**config.mk**
```make
export PLATFORM = sky130hd
export DESIGN_NAME = selftimed_pipe
export DESIGN_NICKNAME = d
export VERILOG_FILES = /design/src/rtl/selftimed_pipe_pkg.sv /design/src/rtl/rv_element.sv /design/src/rtl/req_delay_line.sv /design/src/rtl/stage_latch.sv /design/src/rtl/selftimed_pipe.sv
export SDC_FILE = /design/constraint.sdc
export NUM_CORES = 1
export LEC_CHECK = 0
export BUFFER_PORTS_ARGS = -buffer_cell sky130_fd_sc_hd__buf_2
export CAP_MARGIN = 20
export CORE_ASPECT_RATIO = 2
export CORE_MARGIN = 2
export CORE_UTILIZATION = 55
export CTS_CLUSTER_DIAMETER = 40
export DETAILED_ROUTE_END_ITERATION = 16
export HOLD_SLACK_MARGIN = 0.15
export PLACE_DENSITY_LB_ADDON = 0.15
export SLEW_MARGIN = 25
export SYNTH_ARGS = -nofsm -noshare
export SYNTH_HDL_FRONTEND = slang
export SYNTH_SLANG_ARGS = --single-unit
```
**constraint.sdc**
```tcl
create_clock -name clk -period 2.1 [get_ports clk]
set_clock_uncertainty 0.15 [all_clocks]
set_input_delay 0.105 -clock clk [delete_from_list [all_inputs] [get_ports clk]]
set_output_delay 0.105 -clock clk [all_outputs]
set_load 0.1 [all_outputs]
```
**src/rtl/selftimed_pipe_pkg.sv**
```systemverilog
package selftimed_pipe_pkg;

  // Next state of a two-input rendezvous element: follow the inputs when they
  // agree, otherwise keep the present value.
  function automatic logic rv_next(input logic a, input logic b, input logic q);
    return (a == b) ? a : q;
  endfunction

endpackage

```
**src/rtl/rv_element.sv**
```systemverilog
module rv_element
  import selftimed_pipe_pkg::*;
(
  input  logic clk,
  input  logic rst,
  input  logic in_a,
  input  logic in_b,
  output logic state,
  output logic fire
);

  logic nxt;

  always_comb begin
    nxt  = rv_next(in_a, in_b, state);
    fire = (nxt != state);
  end

  always_ff @(posedge clk) begin
    if (rst) state <= 1'b0;
    else     state <= nxt;
  end

endmodule

```
**src/rtl/req_delay_line.sv**
```systemverilog
module req_delay_line #(
  parameter int DELAY = 2
) (
  input  logic clk,
  input  logic rst,
  input  logic din,
  output logic dout
);

  logic [DELAY-1:0] taps;

  always_ff @(posedge clk) begin
    if (rst) begin
      taps <= '0;
    end else begin
      taps[0] <= din;
      for (int k = 1; k < DELAY; k++) taps[k] <= taps[k-1];
    end
  end

  assign dout = taps[DELAY-1];

endmodule

```
**src/rtl/stage_latch.sv**
```systemverilog
module stage_latch #(
  parameter int DATA_W = 8
) (
  input  logic              clk,
  input  logic              rst,
  input  logic              capture,
  input  logic [DATA_W-1:0] d,
  output logic [DATA_W-1:0] q
);

  always_ff @(posedge clk) begin
    if (rst)          q <= '0;
    else if (capture) q <= d;
  end

endmodule

```
**src/rtl/selftimed_pipe.sv**
```systemverilog
module selftimed_pipe #(
  parameter int NUM_STAGES = 4,
  parameter int DATA_W     = 8,
  parameter int DELAY      = 2
) (
  input  logic                            clk,
  input  logic                            rst,
  input  logic                            in_req,
  input  logic [DATA_W-1:0]               in_data,
  output logic                            in_ack,
  output logic                            out_req,
  output logic [DATA_W-1:0]               out_data,
  input  logic                            out_ack,
  output logic [$clog2(NUM_STAGES+1)-1:0] occupancy
);

  localparam int OCC_W = $clog2(NUM_STAGES + 1);

  logic [NUM_STAGES-1:0] st;        // element outputs
  logic [NUM_STAGES-1:0] fire;      // element about to toggle
  logic [NUM_STAGES-1:0] req_src;   // undelayed request into each stage
  logic [NUM_STAGES-1:0] req_dly;   // request after matched delay
  logic [NUM_STAGES-1:0] right_st;  // state of the right-hand neighbour
  logic [NUM_STAGES-1:0] full;
  logic [DATA_W-1:0]     word  [NUM_STAGES];
  logic [DATA_W-1:0]     w_src [NUM_STAGES];

  for (genvar i = 0; i < NUM_STAGES; i++) begin : g_stage
    if (i == 0) begin : g_head
      assign req_src[i] = in_req;
      assign w_src[i]   = in_data;
    end else begin : g_body
      assign req_src[i] = st[i-1];
      assign w_src[i]   = word[i-1];
    end

    if (i == NUM_STAGES - 1) begin : g_tail
      assign right_st[i] = out_ack;
    end else begin : g_mid
      assign right_st[i] = st[i+1];
    end

    req_delay_line #(.DELAY(DELAY)) u_dly (
      .clk  (clk),
      .rst  (rst),
      .din  (req_src[i]),
      .dout (req_dly[i])
    );

    rv_element u_rv (
      .clk   (clk),
      .rst   (rst),
      .in_a  (req_dly[i]),
      .in_b  (~right_st[i]),
      .state (st[i]),
      .fire  (fire[i])
    );

    stage_latch #(.DATA_W(DATA_W)) u_lat (
      .clk     (clk),
      .rst     (rst),
      .capture (fire[i]),
      .d       (w_src[i]),
      .q       (word[i])
    );

    assign full[i] = st[i] ^ right_st[i];
  end

  always_comb begin
    occupancy = '0;
    for (int i = 0; i < NUM_STAGES; i++) occupancy = occupancy + OCC_W'(full[i]);
  end

  assign in_ack   = st[0];
  assign out_req  = st[NUM_STAGES-1];
  assign out_data = word[NUM_STAGES-1];

endmodule

```
Word level (Yosys, flattened, before mapping)
Cells that the tools add are included.
{"block": "word_totals", "ff_bits": 44, "in_bits": 12, "output_inout_bits": 13, "wordCells": 35}
{"block": "classes", "add_sub_neg": 3, "n_eq_ne": 8, "n_mux": 4, "bitwise": 8}
{"operator": "$eq A1 B1 Y1", "count": 4}
{"operator": "$mux W1", "count": 4}
{"operator": "$ne A1 B1 Y1", "count": 4}
{"operator": "$not A1 Y1", "count": 4}
{"operator": "$xor A1 B1 Y1", "count": 4}
{"operator": "$add A2 B1 Y3", "count": 1}
{"operator": "$add A3 B1 Y3", "count": 1}
{"operator": "$add A1 B1 Y2", "count": 1}

Logic depth before layout (Yosys ltp)
Gate-level depths: netlist of run 1.
{"block": "depth", "ltp_word": 4, "mapped_depth": 5, "ltp_nobuf": 4}

By module
From an unflattened synthesis of run 1, not the netlist that was laid out.
{"block": "hier_totals", "cells_unflattened": 161, "hier_area_um2": 1654.1}
{"module": "stage_latch", "n_inst": 4, "cells_per_inst": 26, "area_per_inst_um2": 285.3, "seq_area_each_um2": 160.2}
{"module": "req_delay_line", "n_inst": 4, "cells_per_inst": 4, "area_per_inst_um2": 52.6, "seq_area_each_um2": 40.0}
{"module": "rv_element", "n_inst": 4, "cells_per_inst": 7, "area_per_inst_um2": 50.0, "seq_area_each_um2": 20.0}
{"module": "selftimed_pipe", "n_inst": 1, "cells_per_inst": 13, "area_per_inst_um2": 102.6, "seq_area_each_um2": 0.0}

Least setup slack after synthesis of run 1
Ideal clock, no wire load.
{"block": "synth_path", "kind": "register to output", "start": "register g_stage[3].u_rv.state", "end": "output occupancy[1]", "t_arrival_ns": 2.941, "t_required_ns": 1.845, "setup_slack_ns": -1.096, "stages_incl_launch_ff": 6, "path_buffers": 1, "path_cell_list": "dfxtp_1 buf_2 xor2_1 fa_1 ha_1 ha_1"}
{"block": "synth_between", "elab_chain_cells": 3, "word_cells_on_any_way": 4, "classes_between": "2 x add/sub; 2 x bitwise"}
{"item": "from (decl)", "line_no": "rv_element.sv:8", "text": "output logic state,"}
{"item": "from (signal assigned)", "line_no": "rv_element.sv:21", "text": "else state <= nxt;"}
{"item": "$xor A1 B1 Y1", "line_no": "selftimed_pipe.sv:67", "text": "assign full[i] = st[i] ^ right_st[i];"}
{"item": "$add A2 B1 Y3", "line_no": "selftimed_pipe.sv:72", "text": "for (int i = 0; i < NUM_STAGES; i++) occupancy = occupancy + OCC_W'(full[i]);"}
{"item": "$add A3 B1 Y3 *", "line_no": "selftimed_pipe.sv:72"}
{"item": "to (decl)", "line_no": "selftimed_pipe.sv:14", "text": "output logic [$clog2(NUM_STAGES+1)-1:0] occupancy"}
Mark *: on every way between the ends. The rest lies on a longest branch, timed or not.

Worst setup path in the final report of run 1
{"block": "layout_path", "start": "register g_stage[1].u_rv.state", "end": "output occupancy[1]"}
{"block": "layout_between", "elab_chain_cells": 4, "word_cells_on_any_way": 5, "classes_between": "3 x add/sub; 2 x bitwise"}
{"item": "from (decl)", "line_no": "rv_element.sv:8"}
{"item": "from (signal assigned)", "line_no": "rv_element.sv:21"}
{"item": "$xor A1 B1 Y1", "line_no": "selftimed_pipe.sv:67"}
{"item": "$add A1 B1 Y2 *", "line_no": "selftimed_pipe.sv:72"}
{"item": "$add A2 B1 Y3 *", "line_no": "selftimed_pipe.sv:72"}
{"item": "$add A3 B1 Y3 *", "line_no": "selftimed_pipe.sv:72"}
Marks and branches as above.

==> flow_summary_export.csv, run 1 <==
group,metric,value,unit
sta,tightest_slew,0.6484,ns
layout,multi_input_area,915.9,um^2
critical_path,cp.required,1.85,ns
sta,min_period,2.186,ns
placement,dpl_cell_area,0.002016,mm^2
critical_path,worst-r2r-setup-slack,0.59,ns
detailed_routing,finalWirelength,3140,um
yosys,ys_warn_count,0,
clocking,h-tree-depth,2,
job,cap_violations,0,
grt,track_usage,18.63,%
die,coreArea,0.003157,mm^2
placement,place_ws,0.1165,ns
grt,grt_pass1_vias,1292,
sta,slew_viol_final,0,
critical_path,endpoint_kind,"output port",
power,clock_power_share,37.6,%
layout,syn_to_final_growth,24.64,%
critical_path,worstSetupPathType,"flip-flop to output port",
yosys,ys_seq_elements,44,
critical_path,r2r_start,"g_stage[2].u_rv.state",
yosys,synthesis.nets,181,
grt,grt_max_degree,53,
detailed_routing,dr.pass1.iters,2,
critical_path,path_max_fanout,4,
outcome,status,"finished with violations",
outcome,violations,"negative setup slack",
critical_path,r2r_cells,4,
power,p_leak,1.014,nW
power,p_sw,0.0003629,W
die,fp-row-count,29,
yosys,synth_area,0.001818,mm^2
power,p_seq_share,51.8,%
yosys,ys_seq_area_share,48.45,%
layout,n_antenna_cell,0,
sta,setup_tns,-0.08560,ns
power,p_sw_share,22.14,%
grt,grt_overflow,0,
detailed_routing,postRouteAntennaNets,0,
yosys,synth.distinct_cells,23,
sta,worst_slack,-0.08560,ns
sta,max_freq,0.4575,GHz
worst_hold_path,hold_class,"primary input to flip-flop",
sta,finalCritPeriodShare,104.1,%
layout,layout-drive-gt1-share,23.53,%
power,power_density,723.2,mW/mm^2
critical_path,start_kind,"flip-flop",
placement,finalWeightedCongestion,0.7858,
power,totalPowerFinal,0.001639,W
worst_hold_path,min_to,"g_stage[2].u_dly.taps[1]",
power,vdd_drop_max,812.2,uV
clocking,cts_buffer_depth,2,
layout,design_area,0.002266,mm^2
die,die_w,44.66,um
detailed_routing,drt_iter0_drc,4,
sta,hold_violations,0,
worst_hold_path,min_path_cells,2,
layout,final_core_util,71.78,%
worst_hold_path,min_from,"rst",
power,pwr-share-comb,10.6,%
layout,num-fill-cells,235,
detailed_routing,drc,0,
clocking,ctsRootBufferMaster,"clkbuf_8",
critical_path,cp.arrival,1.93,ns
placement,dp_hpwl,2228,um
sta,setup_violations,1,
layout,final_nets,218,
grt,grt_pass1_wl,5223,um
detailed_routing,num_vias,1225,
clocking,path_clk_slew,0.08,ns
critical_path,crit_path_start,"g_stage[1].u_rv.state",
clocking,clk-insertion-delay-late,0.29,ns
yosys,avgSynthCellArea,10.95,um^2
grt,grt_antenna_before_repair,0,
detailed_routing,wl_per_cell,13.36,um
critical_path,r2r_end,"g_stage[1].u_lat.q[7]",
power,intPower,0.001276,W
sta,rsz0062_at_grt,"true",
yosys,syn_inst,166,
placement,port_buffers,24,
die,die_area,0.003809,mm^2
clocking,clkSinkCount,44,
sta,relSlewSlack,56.77,%
layout,register_area,893.4,um^2
clocking,cts_tree,"built",
die,start_util,57.59,%
clocking,cts_buffers,5,
die,die_h,85.31,um
detailed_routing,vias_per_cell,5.213,
die,io_pins,25,
-- synth_stat cells, drive strengths merged --
cell / n / share of area (%)
o21ai: 4 / 1.9
fa: 1 / 1.1
nand3b: 3 / 1.2
o21a: 3 / 1.2
xor2: 4 / 1.9
buf: 4 / 2.3
a21oi: 5 / 2.0
ha: 2 / 1.4
and3b: 1 / 0.48
clkbuf: 5 / 1.0
inv: 2 / 0.41
nor2b: 7 / 2.4
nand2b: 43 / 15
o21bai: 2 / 0.83
nand2: 2 / 0.41
mux2i: 32 / 18
nor2: 2 / 0.41
dfxtp: 44 / 48
-- worst max-delay path by stage --
stage	slack [ns]	cells past startpoint	end
after floorplan	-0.09	5	occupancy[1]
after global placement	0.14	5	occupancy[1]
after detailed placement	0.12	5	occupancy[1]
after CTS	-0.11	5	occupancy[1]
after global routing	-0.16	5	occupancy[1]
final	-0.09	5	occupancy[1]
-- logic make-up after synthesis --
kind of cell	synth area share, %
AND/OR/NAND/NOR	19.75
flip-flops	48.45
multiplexers	17.62
AO/OA/AOI/OAI	5.988
buffers and inverters	3.785
XOR/XNOR	1.927
adder cells (fa/ha/maj)	2.477
-- flip-flops by register name, summed over array words and instances (netlist names) --
register	flops
g_stage.u_dly.taps	8
g_stage.u_rv.state	4
g_stage.u_lat.q	32
-- critical path, stage by stage (launching register included) --
cell	delay, ns
dfxtp_4	0.38
xor2_2	0.17
fa_1	0.48
ha_4	0.19
ha_4	0.26
buf_12	0.16
-- placed cells by master, fill, tap and decap left out --
| master | netlist | final |
|---|---|---|
| o21a_1 | 3 | 3 |
| clkbuf_1 | 5 | 1 |
| o21ai_0 | 2 | 2 |
| dfxtp_1 | 44 | 40 |
| dlygate4sd3_1 | 0 | 10 |
| clkbuf_8 | 0 | 5 |
| and3b_1 | 1 | 1 |
| nor2_1 | 2 | 2 |
| xor2_1 | 4 | 1 |
| clkinv_2 | 0 | 1 |
| buf_4 | 0 | 5 |
| o21ai_4 | 1 | 1 |
| nand3b_1 | 3 | 3 |
| ha_4 | 0 | 2 |
| nand2b_1 | 43 | 43 |
| inv_1 | 2 | 2 |
| buf_2 | 1 | 21 |
| xor2_2 | 0 | 3 |
| mux2i_1 | 32 | 32 |
| a21oi_1 | 4 | 4 |
| a21oi_4 | 1 | 1 |
| fa_1 | 1 | 1 |
| dfxtp_4 | 0 | 3 |
| bufinv_16 | 0 | 1 |
| o21bai_1 | 2 | 2 |
| nand2_1 | 2 | 2 |
| nor2b_1 | 7 | 7 |
| buf_12 | 0 | 3 |
| dfxtp_2 | 0 | 1 |
| o21ai_2 | 1 | 1 |
-- cell type report --
type	instances	share of cell area, %
Multi-Input combinational cell	111	40.42
Sequential cell	44	39.43
Clock buffer	6	3.203
Timing Repair Buffer	39	13.36
Clock inverter	2	1.546
Tap cell	31	1.712
Inverter	2	0.3313
-- what timing repair did --
action	in CTS	in global routing
hold endpoints to repair	10	0
hold buffers	10	0
setup buffers	3	0
gates resized for setup	3	2
cloned	0	0
endpoints found under the setup margin	3	2
pin swaps	3	3
-- layer usage --
metal | up-vias | GRT usage [%] | part of all wire (%)
met1 | 567 | 15.74 | 34
li1 | 620 | - | -
met5 | - | 0 | 0
met2 | 27 | 35.97 | 59
met3 | 11 | 4.468 | 3.2
met4 | 0 | 9.917 | 3.5
-- per-stage QoR --
step	hold slack, ns	std cells
floorplan	0.08318	166
global placement	0.1603	214
detailed placement	0.1712	214
CTS	0.1941	235
global route	0.2412	235
finish	0.1880	235
-- power groups by stage --
stage          Combinational [W]  Sequential (W)  Clock [W]
2_1_floorplan           0.000112        0.000877          0
3_3_place_gp            0.000152        0.000869          0
3_5_place_dp            0.000156        0.000870          0
4_1_cts                 0.000175        0.000849   0.000631
5_1_grt                 0.000185        0.000850   0.000662
6_report                0.000173        0.000849   0.000616
Power figures use the tool's default switching activity.
==> run 2, diff against run 1 <==
--- a/config.mk
+++ b/config.mk
@@ -5,7 +5,7 @@
 export SDC_FILE = /design/constraint.sdc
 export NUM_CORES = 1
 export LEC_CHECK = 0
-export BUFFER_PORTS_ARGS = -buffer_cell sky130_fd_sc_hd__buf_2
+export BUFFER_PORTS_ARGS = -buffer_cell sky130_fd_sc_hd__clkbuf_2
 export CAP_MARGIN = 20
 export CORE_ASPECT_RATIO = 2
 export CORE_MARGIN = 2
==> flow_summary_export.csv, run 2 (synthesis results as in run 1) <==
group,metric,value,unit
detailed_routing,drt_iter0_drc,8,
layout,syn_to_final_growth,22.02,%
layout,num-fill-cells,246,
layout,multi_input_area,915.9,um^2
layout,layout_common_cells,"43 x nand2b_1, 41 x dfxtp_1, 32 x mux2i_1",
die,start_util,57.59,%
placement,dp_hpwl,2213,um
detailed_routing,drc,0,
detailed_routing,finalWirelength,2998,um
layout,design_area,0.002218,mm^2
placement,place_ws,0.1148,ns
critical_path,path_max_fanout,6,
grt,grt_antenna_before_repair,0,
die,die_h,85.31,um
clocking,cts_buffer_depth,2,
sta,slew_viol_final,0,
worst_hold_path,hold_class,"primary input to flip-flop",
sta,max_freq,0.4534,GHz
worst_hold_path,min_path_cells,4,
grt,busiest_layer,"met2",
job,cap_violations,0,
layout,final_common_cell,"nand2b_1",
power,p_leak,0.9792,nW
critical_path,endpoint_kind,"output port",
clocking,h-tree-depth,2,
placement,dpl.cell_count,214,
clocking,clkSinkCount,44,
die,io_pins,25,
sta,worst_slack,-0.1054,ns
layout,register_area,892.1,um^2
detailed_routing,num_vias,1185,
grt,grt_overflow,0,
layout,layout-drive-gt1-share,21.39,%
detailed_routing,vias_per_cell,5.108,
detailed_routing,postRouteAntennaNets,0,
clocking,path_clk_slew,0.07,ns
sta,rsz0062_at_grt,"true",
layout,n_antenna_cell,0,
clocking,cts_tree,"built",
critical_path,r2r_cells,4,
grt,grt_use_met2,33.20,%
power,totalPowerFinal,0.001500,W
die,fp-row-count,29,
placement,finalWeightedCongestion,0.7863,
grt,grt_max_degree,53,
die,coreArea,0.003157,mm^2
critical_path,cp.arrival,1.95,ns
outcome,violations,"negative setup slack",
detailed_routing,dr.pass1.iters,4,
grt,grt_pass1_wl,5023,um
critical_path,cp.required,1.85,ns
sta,setup_tns,-0.1109,ns
die,die_w,44.66,um
outcome,status,"finished with violations",
layout,final_nets,216,
layout,reg_top3,"g_stage.u_lat.q: 32 flops, g_stage.u_dly.taps: 8 flops, g_stage.u_rv.state: 4 flops",
clocking,cts_buffers,5,
sta,relSlewSlack,52.30,%
grt,track_usage,17.95,%
layout,instances_no_fill,232,
grt,use_met3,4.468,%
critical_path,start_kind,"flip-flop",
sta,finalCritPeriodShare,105.0,%
clocking,clk-insertion-delay-late,0.29,ns
detailed_routing,wl_per_cell,12.92,um
sta,tightest_slew,0.7156,ns
grt,grt_pass1_vias,1199,
sta,min_period,2.205,ns
critical_path,worstSetupPathType,"flip-flop to output port",
clocking,ctsRootBufferMaster,"clkbuf_8",
placement,port_buffers,24,
layout,largest_reg_flops,32,
sta,setup_violations,2,
layout,largest-register,"g_stage.u_lat.q",
grt,gr-usage-met1,17.21,%
sta,hold_violations,0,
power,power_density,676.3,mW/mm^2
placement,dpl_cell_area,0.002016,mm^2
power,vdd_drop_max,710.1,uV
die,die_area,0.003809,mm^2
==> run 2: report_power, final <==
| part | leakage, nW | switching, W | internal (W) |
|---|---|---|---|
| Sequential | 0.358 | 0.00000761 | 0.000843 |
| Combinational | 0.583 | 0.0000906 | 0.0000785 |
| Clock | 0.0383 | 0.000252 | 0.000229 |
==> run 2: area by class of cell <==
type / count / area share (%)
multi-input combinational: 111 / 41.29
sequential: 44 / 40.21
timing repair buffer: 37 / 12.97
clock buffer: 7 / 3.440
tap: 31 / 1.748
inverter: 2 / 0.3384
==> run 2: metrics by stage <==
stage	utilization (%)	hold slack (ns)
after floorplan	-	0.08318
after global placement	63.85	0.1606
after detailed placement	63.85	0.1916
after CTS	70.27	0.2370
after global routing	70.27	0.2654
final	70.27	0.2376
==> run 2: final timing paths <==
check | startpoint | endpoint | slack [ns]
hold reg to reg | g_stage[1].u_dly.taps[0] | g_stage[1].u_dly.taps[1] | 0.29
hold / removal | out_ack | g_stage[3].u_lat.q[4] | 0.24
setup reg to reg | g_stage[2].u_rv.state | g_stage[1].u_lat.q[7] | 0.53
setup / recovery | g_stage[1].u_rv.state | occupancy[1] | -0.11
==> run 2: repair_timing <==
item	4_1_cts	5_1_grt
setup buffers	1	0
resized for setup	4	0
endpoints found under the hold margin	10	0
hold buffers	10	0
setup endpoints to repair	3	3
pin swaps	2	0
==> run 2: per-layer routing <==
metal / share of wire (%) / vias up
li1: - / 616
met1: 38 / 541
met2: 57 / 23
met3: 3.2 / 5
met4: 2.1 / 0
met5: 0 / -
==> run 2: critical path, cell delays in order, from the launching register on <==
cell     delay (ns)
dfxtp_4        0.38
xor2_2         0.15
fa_1           0.52
ha_4           0.19
ha_4           0.26
buf_12         0.16
==> run 3, diff against run 2 <==
==> constraint.sdc (replaced) <==
create_clock -name clk -period 2.1 [get_ports clk]
set_clock_uncertainty 0.15 [all_clocks]
set_input_delay 0.105 -clock clk [delete_from_list [all_inputs] [get_ports clk]]
set_output_delay 0.105 -clock clk [all_outputs]
set_load 0.05 [all_outputs]
==> flow_summary_export.csv, run 3 (synthesis results as in run 1) <==
group,metric,value,unit
outcome,status,"finished with violations",
outcome,violations,"negative setup slack",
critical_path,crit_path_start,"g_stage[1].u_rv.state",
placement,finalWeightedCongestion,0.7193,
power,p_sw_share,21.43,%
die,die_h,85.31,um
power,p_seq_share,51.0,%
sta,min_period,2.224,ns
critical_path,r2r_end,"g_stage[1].u_lat.q[1]",
critical_path,r2r_start,"g_stage[2].u_rv.state",
placement,port_buffers,24,
grt,grt_pass1_vias,1237,
layout,final_nets,218,
grt,grt_max_degree,53,
job,cap_violations,0,
worst_hold_path,hold_class,"primary input to flip-flop",
sta,max_freq,0.4495,GHz
placement,dp_hpwl,2277,um
die,start_util,57.59,%
die,io_pins,25,
detailed_routing,drc,0,
die,fp-row-count,29,
grt,track_usage,19.15,%
sta,relSlewSlack,51.04,%
layout,syn_to_final_growth,25.12,%
layout,final_common_cell,"nand2b_1",
critical_path,worstSetupPathType,"flip-flop to output port",
sta,finalCritPeriodShare,105.9,%
clocking,cts_buffers,5,
layout,largest_reg_flops,32,
critical_path,cp-endpoint,"occupancy[1]",
critical_path,worst-r2r-setup-slack,0.56,ns
die,coreArea,0.003157,mm^2
layout,layout_common_cells,"43 x nand2b_1, 40 x dfxtp_1, 32 x mux2i_1",
layout,n_antenna_cell,0,
grt,grt_overflow,0,
die,die_area,0.003809,mm^2
layout,layout-drive-gt1-share,23.53,%
layout,largest-register,"g_stage.u_lat.q",
die,die_w,44.66,um
sta,rsz0062_at_grt,"true",
detailed_routing,finalWirelength,3237,um
power,clock_power_share,40.2,%
critical_path,r2r_cells,4,
sta,worst_slack,-0.1245,ns
detailed_routing,vias_per_cell,5.196,
sta,whs,0.2106,ns
critical_path,path_max_fanout,4,
layout,reg_top3,"g_stage.u_lat.q: 32 flops, g_stage.u_dly.taps: 8 flops, g_stage.u_rv.state: 4 flops",
placement,dpl.cell_count,217,
power,intPower,0.001309,W
sta,setup_violations,2,
critical_path,cp.required,1.85,ns
power,p_sw,0.0003570,W
clocking,cts_tree,"built",
sta,tightest_slew,0.7344,ns
grt,grt_antenna_before_repair,0,
critical_path,endpoint_kind,"output port",
detailed_routing,drt_iter0_drc,5,
clocking,ctsRootBufferMaster,"clkbuf_8",
power,power_density,732.4,mW/mm^2
detailed_routing,dr.pass1.iters,4,
power,vdd_drop_max,847.8,uV
detailed_routing,postRouteAntennaNets,0,
critical_path,cp.arrival,1.97,ns
sta,hold_violations,0,
clocking,clkSinkCount,44,
sta,slew_viol_final,0,
power,pwr-share-comb,8.8,%
detailed_routing,wl_per_cell,13.77,um
critical_path,start_kind,"flip-flop",
clocking,clk-insertion-delay-late,0.29,ns
detailed_routing,num_vias,1221,
clocking,cts_buffer_depth,2,
clocking,path_clk_slew,0.09,ns
clocking,h-tree-depth,2,
layout,final_core_util,72.06,%
grt,grt_pass1_wl,5333,um
layout,instances_no_fill,235,
power,p_leak,1.016,nW
clocking,post_cts_buffers,0,
run 3: routing by layer:
layer | up-vias | share of wire, % | GRT usage (%)
met1 | 575 | 36 | 18.36
met4 | 0 | 1.9 | 7.438
met2 | 22 | 59 | 36.63
met5 | - | 0 | 0
li1 | 619 | - | -
met3 | 5 | 2.6 | 3.830
run 3: worst max-delay path, cell delays in order (launching register included):
cell and delay [ns]:
dfxtp_4 0.38, xor2_2 0.16, fa_1 0.53, ha_4 0.19
ha_4 0.27, clkbuf_16 0.15
run 3: how the worst min path moves through the flow:
stage	from	endpoint	slack (ns)	cells past startpoint
6_report	out_ack	g_stage[3].u_lat.q[3]	0.21	4
5_1_grt	out_ack	g_stage[3].u_lat.q[3]	0.24	4
2_1_floorplan	in_req	g_stage[0].u_dly.taps[0]	0.08	1
3_5_place_dp	in_req	g_stage[0].u_dly.taps[0]	0.17	2
4_1_cts	out_ack	g_stage[3].u_lat.q[2]	0.21	4
3_3_place_gp	in_req	g_stage[0].u_dly.taps[0]	0.16	2
run 3: stage by stage:
| stage | TNS (ns) | worst slack [ns] | total power, W | cell area [um^2] |
|---|---|---|---|---|
| after floorplan | 0 | 0.04032 | 0.0009551 | 1838 |
| after global placement | 0 | 0.07826 | 0.0009738 | 1971 |
| after detailed placement | -0.01601 | -0.01601 | 0.0009797 | 1971 |
| after CTS | -0.1505 | -0.1216 | 0.001672 | 2263 |
| after global routing | -0.2715 | -0.1795 | 0.001723 | 2275 |
| final | -0.1533 | -0.1245 | 0.001666 | 2275 |
run 3: power groups by stage:
stage,sequential (W),combinational [W],clock [W]
floorplan,0.000873,0.0000823,0
global placement,0.000868,0.000105,0
detailed placement,0.000869,0.000110,0
CTS,0.000850,0.000139,0.000683
global route,0.000851,0.000157,0.000715
finish,0.000850,0.000147,0.000670
run 3: layout make-up:
| class | instances | area, um^2 |
|---|---|---|
| multi-input cells | 111 | 908.4 |
| well taps | 31 | 38.79 |
| inverters | 2 | 7.507 |
| flip-flops and latches | 44 | 890.9 |
| clock buffers | 6 | 82.58 |
| clock inverters | 2 | 38.79 |
| repair buffers | 39 | 307.8 |
| fillers | 244 | 882.1 |
run 3: timing repair:
item	CTS	global route
setup endpoints to repair	3	3
endpoints found under the hold margin	10	0
hold buffers	10	0
pin swaps	2	1
gates resized for setup	14	2
